==> config.mk <==
export PLATFORM = sky130hd
export DESIGN_NAME = lut_ramp_seq
export DESIGN_NICKNAME = d
export VERILOG_FILES = /design/src/rtl/lut_ramp_seq.sv
export SDC_FILE = /design/constraint.sdc
export NUM_CORES = 1
export LEC_CHECK = 0
export BUFFER_PORTS_ARGS = -buffer_cell sky130_fd_sc_hd__buf_2
export CAP_MARGIN = 20
export CORE_ASPECT_RATIO = 1.1
export CORE_MARGIN = 5
export CORE_UTILIZATION = 50
export DETAILED_ROUTE_END_ITERATION = 10
export GPL_ROUTABILITY_DRIVEN = 0
export PLACE_DENSITY = 0.69
export REMOVE_ABC_BUFFERS = 1
export SYNTH_ARGS = -nofsm -noshare
export SYNTH_HDL_FRONTEND = slang
export SYNTH_SLANG_ARGS = --single-unit
==> constraint.sdc <==
create_clock -name clk -period 3.4 [get_ports clk]
set_input_delay 0.68 -clock clk [delete_from_list [all_inputs] [get_ports clk]]
set_output_delay 0.68 -clock clk [all_outputs]
set_load 0.01 [all_outputs]
==> src/rtl/lut_ramp_seq.sv <==
module lut_ramp_seq #(
  parameter int NCH     = 2,
  parameter int IDX_W   = 4,
  parameter int DUTY_W  = 9,
  parameter int STEP_W  = 9,
  parameter int PAUSE_W = 8
) (
  input  logic                    clk,
  input  logic                    rst_n,
  input  logic                    ms_tick,
  input  logic                    lut_we,
  input  logic [IDX_W-1:0]        lut_addr,
  input  logic [DUTY_W-1:0]       lut_wdata,
  input  logic                    start_we,
  input  logic [NCH-1:0]          start_mask,
  input  logic [NCH-1:0]          ramp_en,
  input  logic [NCH*5-1:0]        walk_cfg,
  input  logic [NCH*IDX_W-1:0]    lo_idx,
  input  logic [NCH*IDX_W-1:0]    hi_idx,
  input  logic [NCH*STEP_W-1:0]   step_len,
  input  logic [NCH*PAUSE_W-1:0]  hi_mult,
  input  logic [NCH*PAUSE_W-1:0]  lo_mult,
  output logic [NCH*DUTY_W-1:0]   duty,
  output logic [NCH-1:0]          busy,
  output logic [NCH-1:0]          done
);
  localparam int DEPTH = 1 << IDX_W;

  logic [DUTY_W-1:0] lut [DEPTH];

  always_ff @(posedge clk or negedge rst_n)
    if (!rst_n) begin
      for (int k = 0; k < DEPTH; k++) lut[k] <= '0;
    end else if (lut_we) begin
      lut[lut_addr] <= lut_wdata;
    end

  for (genvar c = 0; c < NCH; c++) begin : g_ch
    typedef enum logic [1:0] {IDLE, RUN, PAUSE, HALT} st_t;
    st_t st, st_n;
    logic [IDX_W-1:0]   idx, idx_n, lo_e, hi_e, term, aft_idx;
    logic               dir, dir_n, idir, idir_n, pstart, pstart_n;
    logic [STEP_W-1:0]  tcnt, tcnt_n;
    logic [PAUSE_W-1:0] pcnt, pcnt_n;
    logic               step_end, lop_on, hip_on, aft_halt, aft_dir;

    wire [4:0]         cf   = walk_cfg[c*5 +: 5];
    wire [IDX_W-1:0]   lo   = lo_idx[c*IDX_W +: IDX_W];
    wire [IDX_W-1:0]   hi   = hi_idx[c*IDX_W +: IDX_W];
    wire [STEP_W-1:0]  stp  = step_len[c*STEP_W +: STEP_W];
    wire [PAUSE_W-1:0] lo_m = lo_mult[c*PAUSE_W +: PAUSE_W];
    wire [PAUSE_W-1:0] hi_m = hi_mult[c*PAUSE_W +: PAUSE_W];

    assign lo_e     = (lo == hi) ? '0 : lo;
    assign hi_e     = (lo == hi) ? '1 : hi;
    assign term     = dir ? hi_e : lo_e;
    assign step_end = ms_tick && (({1'b0, tcnt} + 1'b1) >= {1'b0, stp});
    assign lop_on   = cf[0] && (lo_m != '0);
    assign hip_on   = cf[1] && (hi_m != '0);
    assign aft_halt = (cf[2] ? (dir != idir) : 1'b1) && !cf[3];
    assign aft_dir  = cf[2] ? !dir : dir;
    assign aft_idx  = cf[2] ? (dir ? idx - 1'b1 : idx + 1'b1) : (dir ? lo_e : hi_e);

    always_comb begin
      st_n = st; idx_n = idx; dir_n = dir; idir_n = idir;
      tcnt_n = tcnt; pcnt_n = pcnt; pstart_n = pstart;
      if (!ramp_en[c]) begin
        st_n = IDLE;
        tcnt_n = '0;
      end else if (start_we && start_mask[c]) begin
        idx_n = cf[4] ? lo_e : hi_e;
        dir_n = cf[4];
        idir_n = cf[4];
        tcnt_n = '0;
        pcnt_n = lo_m;
        pstart_n = 1'b1;
        st_n = lop_on ? PAUSE : RUN;
      end else if (ms_tick && (st == RUN || st == PAUSE)) begin
        if (!step_end) tcnt_n = tcnt + 1'b1;
        else begin
          tcnt_n = '0;
          if (st == RUN && idx != term) idx_n = dir ? idx + 1'b1 : idx - 1'b1;
          else if (st == RUN && (dir ? hip_on : lop_on)) begin
            st_n = PAUSE;
            pcnt_n = dir ? hi_m : lo_m;
            pstart_n = 1'b0;
          end
          else if (st == PAUSE && pcnt > 1) pcnt_n = pcnt - 1'b1;
          else if (st == PAUSE && pstart) st_n = RUN;
          else if (aft_halt) st_n = HALT;
          else begin
            st_n = RUN;
            idx_n = aft_idx;
            dir_n = aft_dir;
          end
        end
      end
    end

    always_ff @(posedge clk or negedge rst_n)
      if (!rst_n) begin
        st <= IDLE; idx <= '0; dir <= 1'b0; idir <= 1'b0;
        tcnt <= '0; pcnt <= '0; pstart <= 1'b0;
      end else begin
        st <= st_n; idx <= idx_n; dir <= dir_n; idir <= idir_n;
        tcnt <= tcnt_n; pcnt <= pcnt_n; pstart <= pstart_n;
      end

    assign duty[c*DUTY_W +: DUTY_W] = (st == IDLE) ? '0 : lut[idx];
    assign busy[c] = (st == RUN) || (st == PAUSE);
    assign done[c] = (st == HALT);
  end
endmodule

==> results of run 1 <==
==> state kept, by name (all words and copies together), names as in the netlist <==
name	cells
g_ch.idir	2
g_ch.pcnt	16
g_ch.tcnt	18
g_ch.dir	2
lut	144
g_ch.st	4
g_ch.idx	8
g_ch.pstart	2
==> area by class of cell <==
type,instances,share of cell area (%)
clock buffers,17,2.915
clock inverters,15,1.526
inverters,42,1.080
multi-input cells,813,51.50
flip-flops and latches,196,33.66
well taps,346,2.967
repair buffers,153,6.345
==> worst min path at each step <==
stage / startpoint / to / slack (ns) / depth (start not counted)
CTS: rst_n / g_ch[0].pcnt[3]$_DFFE_PN0P_ / 0.30 / 1
floorplan: rst_n / g_ch[0].dir$_DFFE_PN0P_ / 0.38 / 0
global route: rst_n / g_ch[0].pcnt[3]$_DFFE_PN0P_ / 0.31 / 1
finish: rst_n / g_ch[0].pcnt[3]$_DFFE_PN0P_ / 0.25 / 1
detailed placement: g_ch[0].pstart$_DFFE_PN0P_ / g_ch[0].pstart$_DFFE_PN0P_ / 0.47 / 2
global placement: g_ch[0].pstart$_DFFE_PN0P_ / g_ch[0].pstart$_DFFE_PN0P_ / 0.48 / 2
==> kinds of logic (layout without fill, tap and decap cells) <==
kind of cell,Yosys count,count (layout),share of synthesized area (%)
compound gates,204,204,10.76
xor+xnor,53,53,3.671
fa+ha+maj,36,36,3.505
buf+inv,110,227,3.369
flops,196,196,38.17
mux,255,255,30.07
simple gates,265,265,10.46
==> routing by layer <==
layer	share of wire [%]	up-vias
li1	-	4425
met1	44	4908
met2	49	287
met3	5.4	29
met4	1.1	2
met5	0.040	-
==> cells in the final DEF, fill, tap and decap left out, drive strengths merged, types with 17 or more instances in the layout <==
cell | netlist | final
mux2 | 148 | 148
dfrtp | 196 | 196
ha | 36 | 36
buf | 13 | 152
o21ai | 67 | 67
xor2 | 28 | 28
nand2 | 83 | 83
a21oi | 36 | 36
nand2b | 29 | 29
nand3 | 20 | 20
mux4 | 90 | 90
mux2i | 17 | 17
clkbuf | 55 | 18
nor2 | 51 | 51
xnor2 | 25 | 25
nor2b | 23 | 23
inv | 42 | 48
==> timing repair <==
| action | 4_1_cts | 5_1_grt |
|---|---|---|
| setup endpoints to repair | 1 | 9 |
| setup buffers | 1 | 0 |
| gates resized for setup | 0 | 3 |
==> power by group <==
part           internal (mW)  switching (mW)  total [mW]
Clock                   1.09            1.07        2.16
Sequential              2.85           0.480        3.33
Combinational           2.11            1.62        3.74
==> metrics by stage <==
step / util, % / power (mW)
final: 57.58 / 9.225
after global placement: 54.96 / 6.992
after CTS: 57.55 / 9.284
after detailed placement: 54.96 / 7.100
after global routing: 57.58 / 9.784
after floorplan: - / 5.988
==> critical path: stages (launching register included) <==
cell and delay [ns]:
dfrtp_4 0.57, buf_4 0.28, mux4_2 0.53, mux4_2 0.47, nor2b_1 0.16, buf_2 0.18
==> reports/summary.md, run 1 <==
The run finished with clean final reports. Synthesis inferred 196 register bits. The worst setup path is captured at a primary output. The multi-input combinational cells in the finished layout cover a total of 7515 sq um. The die area came out at 29,010 sq um.

Of all nets on the critical path, the largest fanout is 14. The type of the worst setup path was register to primary output. The top flip-flop cell by instance count after synthesis was dfrtp_1. The length in cells of the worst reg-to-reg path was 13. After synthesis, the cell types taking the most area are dfrtp_1 38%, mux4_2 16%, mux2_2 13%. For the number of max-cap violations, the log shows 0. The run gives 302.8 MHz as the achievable clock frequency. The share of post-route cells with drive strength above 1 came out at 35.68%. In this run the worst setup path terminates at duty[12].

The leakage component of the power is 6.326 nW, and the number of pins exceeding their max-slew limit in the final report is 0. Launch point of the critical path: g_ch[1].idx[0]$_DFFE_PN0P_. The tools report the largest net degree at the start of global routing as 81. The aggregate global routing overflow is 0.

Data on the critical path is required at its endpoint by 2.72 ns. The synthesized design contains 0 enable-type register cells. The HPWL reported at the end of detailed placement was 22,880 microns; the number of instances in the synthesized netlist was 1,119. Setup violations remaining at the end of the flow were counted as 0.

The run gives 196 as the count of clock tree sinks. TritonCTS created 17 clock buffers. Timing analysis after detailed placement gives a worst setup slack of 0.2723 ns.

The number of antenna violations at the first check in global routing came out at 1. The tools report the sequential cell area in the final layout as 4912 sq um. Start of the worst register-to-register path: g_ch[1].tcnt[0]$_DFFE_PN0N_.

Setup repair after global routing left no endpoint under its margin. The count of final hold-check violations is 0, and the global-route met3 utilization is 4.183%. The global routing stage identified its most utilized layer as met2. Including well taps, the total number of placed cells is 1,549. TritonCTS built the clock tree.

Using the TritonRoute via totals, the vias-per-cell ratio works out to 6.101. In this run the cell area measured after placement is 13,930 sq um. The deepest clock path buffer count is 2. The non-filler instance count after layout is 1,582. For this run, design rule violations remaining after detail routing come to 0.

Of the available clock period, the critical path in the final layout requires 97.12%. The tools report the worst flop-to-flop path endpoint as g_ch[1].dir$_DFFE_PN0P_. Arrival time of data at the critical path endpoint: 2.62 ns. Buffers inserted to repair hold after CTS numbered 0. The Yosys warning count was 0. In the post-synthesis netlist, the cell with the most instances is dfrtp_1. The number of nets in the layout is 1,357, and the power density over cell area is 632.2 nW/um^2.

With fillers left out, the area of the finished cells amounts to 14,590 sq um. The routed design has 32,580 microns of wire. The area added between synthesis and finish was 13.55%. The cell at the root of the clock tree was clkbuf_16. The overall via count from detail_route was 9,651.

Path category of the worst min-delay check: input pin to async pin. The post-detailed-route count of antenna-violating nets was 0; the minimum setup slack among reg-to-reg paths was 0.29 ns. On the final layout, the worst clock skew is 0.01902 ns. Global routing used 32.07% of the available met1 tracks.

The worst hold margin is 0.2492 ns. The run gives 50.71% as the effective utilization at floorplan. For the worst-skew pair later-pin latency, the log shows 0.44 ns.

Cell type with the highest aggregate area in the netlist: dfrtp_1. The number of core rows was 61; the maximum resistive drop on vdd was 0.4152 mV. Wire length of the first global-routing pass: 53,000 microns. Counting distinct cell types in the post-synthesis netlist gives 71.

For this run, global-route usage on met2 was measured as 38.53%. After routing, the total negative slack on setup checks comes to 0 ns. The share of the synthesized area in the top cell type was 38.17%; the clock-pin slew on the worst setup and hold paths was 0.09 ns. The async set-or-reset flop fraction in the synthesized netlist is 100.0%. The floorplan step set the die width to 162.9 microns. The run gives 4 as the deepest level of the CTS H-tree. The tools report the area of the placeable core as 25,340 sq um. Input and output buffers added on the ports amount to 119.

The number of global-route vias before repair is 9,657, and the average wire length per cell after detail routing is 20.59 microns. A synthesized cell averages 11.48 sq um. The total global routing track utilization was 23.11%; the number of filler instances in the final layout was 2,131.

Ranked by instance count, the synthesized netlist is headed by 196 x dfrtp_1, 148 x mux2_2, 90 x mux4_2. The mapped netlist covers 12,850 sq um. The worst setup path is launched from a register. The number of ports placed on the die boundary is 120, and the final worst setup slack is 0.09785 ns.

The final critical path time including I/O delays and setup came out at 3.302 ns. The count of routing violations after the opening detailed-route iteration is 784. The die span in y was 178.1 microns; the antenna diode count was 0. In this run the tightest slew margin relative to its limit is 48.76%. The first TritonRoute pass finished after 5 iterations. The sequential element share of the synthesized area is 38.17%. For the pin with the worst max-slew slack, the measured transition is 0.7658 ns.
Power figures use the tool's default switching activity.
==> inputs of run 2 (changes only) <==
ABC_AREA = 1   (was unset)
==> reports/summary.md, run 2 <==
The logs give 0 (unchanged) for the number of gates resized after cts and 0 (unchanged) for the aggregate global routing overflow. Antenna diode count: 0 (unchanged). The run finished with clean final reports. The clock-pin slew on the worst setup and hold paths was 0.08 ns (about the same); the area added between synthesis and finish was 11.26%. Ranked by instance count, the synthesized netlist is headed by 449 x nand2_1, 352 x o21ai_0, 197 x inv_1. The wire length of the first global-routing pass came out at 63,560 microns (+20%).

The logs give 13,170 (+36%) for the overall via count from detail_route and 1,209 (+54%) for the count of routing violations after the opening detailed-route iteration. The run gives 0 (unchanged) as the number of max-cap violations. The setup path with the least slack is of type register to primary output.

Switching power of the nets: 5.277 mW (+66%). The deepest level of the CTS H-tree is 4 (unchanged), and the worst-skew pair later-pin latency is 0.44 ns (about the same). The run gives 0 (unchanged) as the number of pins exceeding their max-slew limit in the final report. In the final layout, the registers with the most flip-flops are lut x144, g_ch.tcnt x18, g_ch.pcnt x16. Path category of the worst min-delay check: input pin to async pin. The tools report the number of instances in the synthesized netlist as 1,910 (+71%). The internal power consumption was 5.857 mW (-3.2%); the die span in y was 179.9 microns (+1.0%). For the setup slack after placement, the log shows 0.4305 ns (+0.1582 ns). Share of the clock period used by the worst path: 91.41% (-5.7 points). Netlist area before placement: 13,130 sq um (+2.1%). The average wire length per cell after detail routing was 16.58 microns (-19%); the maximum resistive drop on vdd was 0.3365 mV (-19%). The die area is 29,590 sq um (+2.0%), and the final critical path time including I/O delays and setup is 3.108 ns (-0.1941 ns).

The tools report the instance area after placement as 14,020 sq um (+0.66%). The portion of total power attributed to combinational logic came out at 52.7% (+12 points). Among all flip-flop cells after synthesis, the most frequent one is dfrtp_1.

Sort of element at the end of the critical path: a primary output. Setup repair after global routing left no endpoint under its margin. The library cell used most frequently in the layout, excluding fill and tap cells, is nand2_1. The largest net degree at the start of global routing was 90 (+11%); the number of enable flip-flop cells after synthesis was 0 (unchanged).

The effective utilization at floorplan is 50.51% (-0.21 points). The number of nets in the layout was 2,106 (+55%). By area the synthesized netlist is led by dfrtp_1 37%, o21ai_0 13%, nand2_1 13%.

The run gives 196 (unchanged) as the count of clock tree sinks. The run gives 44 (-38%) as the count of distinct cell types in the synthesized netlist. Number of global-route vias before repair: 12,590 (+30%).

The run gives 2.43 ns (-0.19 ns) as the arrival time of data at the critical path endpoint. The transition at the pin with the smallest max-transition slack was 0.8181 ns (+0.05228 ns). The data required time of the worst path is 2.72 ns (about the same).

The tools report the leakage component of the power as 7.166 nW (+13%). The run gives 29.2% (-6.9 points) as the part of the power in registers. The worst hold margin came out at 0.2759 ns (+0.02670 ns). Hold buffer count at CTS: 0 (unchanged). For the achievable clock frequency, the log shows 321.7 MHz (+6.2%). The number of ports placed on the die boundary is 120 (unchanged), and the share of the synthesized area in the top cell type is 37.37% (-0.80 points). The deepest clock path buffer count came out at 2 (unchanged).

The share of post-route cells with drive strength above 1 is 11.13% (-25 points). The largest total area in the synthesized netlist belongs to dfrtp_1. The tools report the clock buffer count from CTS as 17 (unchanged).

The total setup violations reported at the end of the flow is 0 (unchanged). The critical path buffer and inverter count works out to 4 (+2). The tools report the post-CTS setup repair buffer count as 0 (-1).

The net switching fraction of the power works out to 47.40% (+13 points). The port buffer count was 119 (unchanged); the post-detailed-route count of antenna-violating nets was 0 (unchanged). The final instance area was 14,600 sq um (about the same). The async set-or-reset flop fraction in the synthesized netlist is 100.0% (unchanged), and the number of detailed-routing iterations run before antenna repair is 5 (unchanged). lut holds more flip-flops than any other register. The per-cell via count in the routed design came out at 5.636 (-7.6%). The clock group share of total power is 18.1% (-5.3 points), and the number of remaining DRC errors is 0 (unchanged). The largest incremental delay on the critical path was 0.35 ns (-0.22 ns). The area of the placeable core was 25,990 sq um (+2.6%); the register bit total from synthesis was 196 (unchanged). The logs give 0 (unchanged) for the Yosys warning count and 62 (+1.6%) for the number of core rows. The count of final hold-check violations was 0 (unchanged); the final worst setup slack was 0.2919 ns (+0.1941 ns).

The sequential element share of the synthesized area is 37.37% (-0.80 points). The top cell types in the final layout, fill and taps aside, are 449 x nand2_1, 352 x o21ai_0, 195 x inv_1, 194 x dfrtp_1, 173 x a21oi_1. In the post-synthesis netlist, the cell with the most instances is nand2_1.

The die boundary width works out to 164.5 microns (+1.0%). Broken down by cell family, the worst path's largest delay share belongs to buffers and inverters. The largest fanout of any net on the critical path was 27 (+13); the headroom to the max-slew limit was 45.31% (-3.4 points). The run gives 0.01089 ns (-0.008129 ns) as the largest clock skew in the final design.

The post-synthesis average cell area works out to 6.872 sq um (-40%). Slowest stage cell on the critical path: dfrtp_1. Walking the worst path, the cells encountered are buf_4, inv_1, buf_4, a21oi_1, o21ai_0, nand3_1, nand3_1, a21oi_1, buf_2. The worst setup path is launched from a register. The total global routing track utilization is 26.23% (+3.1 points), and the number of antenna violations at the first check in global routing is 0 (-1). The HPWL reported at the end of detailed placement is 26,640 microns (+16%), and the post-detailed-routing wire length is 38,760 microns (+19%). The power density over cell area is 762.5 nW/um^2 (+21%). TritonCTS built the clock tree. The flip-flop count of the largest register, all copies and words added is 144 (unchanged). The tree is rooted in a clkbuf_16.
==> run 2: cell types whose count changed after synthesis, sizes merged, moves of 16 or more <==
cell    change
nand2     +375
o21ai     +294
inv       +157
nand3     +153
mux2      -147
a21oi     +137
mux4       -90
nor2       +38
nand2b     -29
clkbuf     +26
nor2b      -23
xnor2      -17
mux2i      -16
==> run 2: layout make-up <==
cell class	count	area [sq um]
multi-input combinational	1403	7023
fill	2550	11380
clock inverter	15	158.9
inverter	202	758.2
tap	352	440.4
sequential	196	4907
clock buffer	17	425.4
timing repair buffer	152	889.6
==> run 2: worst paths after layout <==
path / slack, ns / endpoint / startpoint / depth (start not counted)
min in group clk: 0.47 / lut[9]$_DFFE_PN0P_ / lut_wdata[0] / 3
setup / recovery: 0.29 / duty[0] / g_ch[0].idx[1]$_DFFE_PN0P_ / 9
setup reg to reg: 0.39 / g_ch[1].idx[1]$_DFFE_PN0P_ / g_ch[1].tcnt[4]$_DFFE_PN0N_ / 21
max in group asynchronous: 2.38 / lut[118]$_DFFE_PN0P_ / rst_n / 2
hold / removal: 0.28 / g_ch[0].tcnt[0]$_DFFE_PN0N_ / rst_n / 1
hold reg to reg: 0.49 / lut[129]$_DFFE_PN0P_ / lut[129]$_DFFE_PN0P_ / 2
==> run 2: power by group through the flow <==
| stage | logic, mW | clock network, mW | registers [mW] |
|---|---|---|---|
| floorplan | 3.54 | 0 | 3.58 |
| CTS | 5.81 | 2.05 | 3.24 |
| global route | 6.58 | 2.14 | 3.33 |
| finish | 5.87 | 2.02 | 3.25 |
| detailed placement | 5.78 | 0 | 3.28 |
| global placement | 5.69 | 0 | 3.27 |
==> run 2: routing by layer <==
metal	up-vias	GRT usage [%]	routed length, microns
li1	6467	-	-
met1	6119	35.58	16660
met2	526	43.57	18570
met3	59	4.031	2768
met4	0	7.421	765
met5	-	0	0
==> run 2: cells by family (layout without fill, tap and decap cells) <==
| kind of cell | count (synthesis) | after routing | synth area share, % |
|---|---|---|---|
| flops | 196 | 196 | 37.37 |
| fa+ha+maj | 36 | 36 | 3.432 |
| xor+xnor | 35 | 35 | 2.336 |
| buf+inv | 311 | 386 | 9.161 |
| simple gates | 749 | 749 | 24.31 |
| compound gates | 581 | 581 | 23.23 |
| mux | 2 | 2 | 0.1621 |
==> run 2: worst reg2reg max path, delay by kind of cell, from the launching register on <==
family / cells / cell delay (ns)
flops: 1 / 0.37
simple gates: 15 / 1.74
xor+xnor: 1 / 0.19
compound gates: 1 / 0.09
buf+inv: 3 / 0.30
fa+ha+maj: 1 / 0.28
==> run 2: metrics by stage <==
stage	util [%]	instances	TNS, ns	total power, mW
5_1_grt	56.19	2337	0	12.05
2_1_floorplan	-	1801	-17.87	7.121
6_report	56.19	2337	0	11.13
3_3_place_gp	53.94	2305	0	8.958
3_5_place_dp	53.94	2305	0	9.067
4_1_cts	56.19	2337	0	11.11
==> inputs of run 3 (changes only) <==
PLACE_DENSITY = 0.73   (was 0.69)
==> reports/summary.md, run 3 (synthesized netlist as in run 2, its figures left out) <==
For the internal power consumption, the log shows 6.025 mW (+2.9%). The logs give 0 (unchanged) for the number of pins exceeding their max-slew limit in the final report and 29.3% (about the same) for the part of the power in registers. The area of the placeable core was 25,990 sq um (unchanged); the per-cell via count in the routed design was 5.716 (+1.4%). The run finished with clean final reports.

The share of the clock period used by the worst path came out at 96.28% (+4.9 points). The flip-flop count of the largest register, all copies and words added is 144 (unchanged). Setup repair after global routing left no endpoint under its margin. The largest clock skew in the final design was 0.01451 ns (+0.003622 ns). The largest fanout of any net on the critical path was 30 (+11%); the headroom to the max-slew limit was 44.78% (-0.53 points). The maximum resistive drop on vdd was 0.3983 mV (+18%); the deepest level of the CTS H-tree was 4 (unchanged). Register name with the most flops: lut. The hold buffer count at CTS came out at 0 (unchanged).

Traced cell by cell, the critical path runs through inv_1, buf_4, a21oi_1, o21ai_0, nand3_1, nand3_1, a21oi_1, buf_2. Leaving out fill and tap cells, the most frequent cells in the layout are 449 x nand2_1, 352 x o21ai_0, 195 x inv_1, 194 x dfrtp_1, 173 x a21oi_1. Post-detailed-route count of antenna-violating nets: 0 (unchanged).

The tools report the sort of element at the end of the critical path as a primary output. The length in cells of the worst reg-to-reg path is 21 (unchanged), and the die span in y is 179.9 microns (unchanged). The die boundary width works out to 164.5 microns (unchanged). The number of global-route vias before repair was 12,470 (-0.96%); the number of detailed-routing iterations run before antenna repair was 7 (+2).

The port buffer count is 119 (unchanged), and the overall power consumption is 11.34 mW (+1.8%). The switching power of the nets came out at 5.310 mW (+0.63%). Largest incremental delay on the critical path: 0.78 ns (+0.43 ns). The HPWL reported at the end of detailed placement is 26,570 microns (-0.27%).

The post-detailed-routing wire length is 38,540 microns (-0.55%). The tools report the count of clock tree sinks as 196 (unchanged). The tools report the count of routing violations after the opening detailed-route iteration as 1,254 (+3.7%). The critical path is of the register to primary output type.

The tools report the total setup violations reported at the end of the flow as 0 (unchanged). The achievable clock frequency is 305.5 MHz (-5.1%), and the largest net degree at the start of global routing is 94 (+4.4%). The clock buffer count from CTS was 17 (unchanged). The largest registers in the layout are lut x144, g_ch.tcnt x18, g_ch.pcnt x16. The transition at the pin with the smallest max-transition slack was 0.8260 ns (+0.007916 ns). The worst register-to-register path begins at g_ch[1].tcnt[2]$_DFFE_PN0N_. STA classifies the critical path startpoint as a register. The number of antenna violations at the first check in global routing was 0 (unchanged); the area added between synthesis and finish was 12.14%. The die area is 29,590 sq um (unchanged). For the number of nets in the layout, the log shows 2,110 (+0.19%). The run gives 13,380 (+1.6%) as the overall via count from detail_route. The run gives 2.59 ns (+0.16 ns) as the arrival time of data at the critical path endpoint. The run gives 2.72 ns (about the same) as the data required time of the worst path. The run gives 0 (unchanged) as the post-CTS setup repair buffer count. The total instance count after detailed placement came out at 2,309 (+0.17%). The number of max-cap violations is 0 (unchanged), and the portion of total power attributed to combinational logic is 52.3% (-0.4 points). The power density over cell area is 770.1 nW/um^2 (+1.0%), and the deepest clock path buffer count is 2 (unchanged). The effective utilization at floorplan was 50.51% (unchanged).

The clock group share of total power was 18.4% (+0.3 points). The aggregate global routing overflow is 0 (unchanged). The tools report the wire length of the first global-routing pass as 62,270 microns (-2.0%). The leading cell type in the layout, fill and taps excluded was nand2_1. The final critical path time including I/O delays and setup is 3.274 ns (+0.1654 ns), and the share of post-route cells with drive strength above 1 is 11.31% (+0.18 points). The clock-pin slew on the worst setup and hold paths was 0.08 ns (about the same); the net switching fraction of the power was 46.85% (-0.55 points). TritonCTS built the clock tree. The run gives 25.72% (-0.52 points) as the total global routing track utilization. Average wire length per cell after detail routing: 16.46 microns (-0.72%). The antenna diode count was 0 (unchanged); the number of core rows was 62 (unchanged). For the number of gates resized after cts, the log shows 0 (unchanged). The min-delay analysis places its worst path in the category input pin to async pin. In this run the worst setup path begins at g_ch[1].idx[1]$_DFFE_PN0P_. The worst-skew pair later-pin latency was 0.44 ns (about the same). The tree is rooted in a clkbuf_16.

The leakage component of the power came out at 7.216 nW (+0.71%). Count of final hold-check violations: 0 (unchanged). On the critical path, the stage with the largest delay is an instance of dfrtp_1. For the non-filler instance count after layout, the log shows 2,341 (+0.17%). The number of ports placed on the die boundary was 120 (unchanged); the number of remaining DRC errors was 0 (unchanged).
## run 3: cell types whose count changed in the layout (fill, tap and decap cells not counted)
cell	before	now
buf_12	3	7
buf_4	30	29
buf_6	0	1
bufinv_16	0	1
clkinv_2	1	0
clkinv_4	1	3
clkinv_8	3	4
inv_6	5	2
## run 3: worst max-delay path, delay by kind of cell, from the launching register on
family          cells  cell delay (ns)
flops               1             0.78
buf+inv             3             0.57
simple gates        2             0.21
compound gates      3             0.57
## run 3: metrics by stage
step / setup slack (ns) / area, sq um / hold WS [ns] / util (%) / TNS, ns
after CTS: 0.1966 / 14720 / 0.3004 / 56.62 / 0
after floorplan: -0.6072 / 12680 / 0.3844 / - / -17.87
after detailed placement: 0.5196 / 14100 / 0.4682 / 54.25 / 0
after global placement: 0.5956 / 14100 / 0.4665 / 54.25 / 0
after global routing: 0.001083 / 14720 / 0.3212 / 56.64 / 0
final: 0.1265 / 14720 / 0.2553 / 56.64 / 0
## run 3: cell type report
cell class	count	area, sq um
timing repair buffer	156	973.4
inverter	202	758.2
fill	2444	11270
tap	352	440.4
clock inverter	15	191.4
clock buffer	17	425.4
sequential	196	4907
multi-input combinational	1403	7023
## run 3: path summary, 6_finish.rpt
check                                              end  slack, ns
max                                            duty[9]       0.13
min                        g_ch[0].tcnt[2]$_DFFE_PN0N_       0.26
max reg2reg                 g_ch[1].idx[1]$_DFFE_PN0P_       0.49
min reg2reg                 g_ch[0].pstart$_DFFE_PN0P_       0.48
max in group asynchronous          lut[10]$_DFFE_PN0P_       2.33
min in group clk                   lut[49]$_DFFE_PN0P_       0.47
## run 3: power groups by stage
stage	Sequential, mW	Clock (mW)	Combinational (mW)
after global placement	3.32	0	5.69
after detailed placement	3.34	0	5.80
after CTS	3.30	2.12	5.83
final	3.32	2.09	5.93
after floorplan	3.58	0	3.54
after global routing	3.38	2.21	6.59
## run 3: layer usage
| metal | wire length [microns] | track usage, % | vias to the layer above |
|---|---|---|---|
| met2 | 17830 | 41.29 | 640 |
| met5 | 0 | 0 | - |
| li1 | - | - | 6488 |
| met3 | 3413 | 4.650 | 99 |
| met4 | 1074 | 9.052 | 0 |
| met1 | 16220 | 34.94 | 6153 |
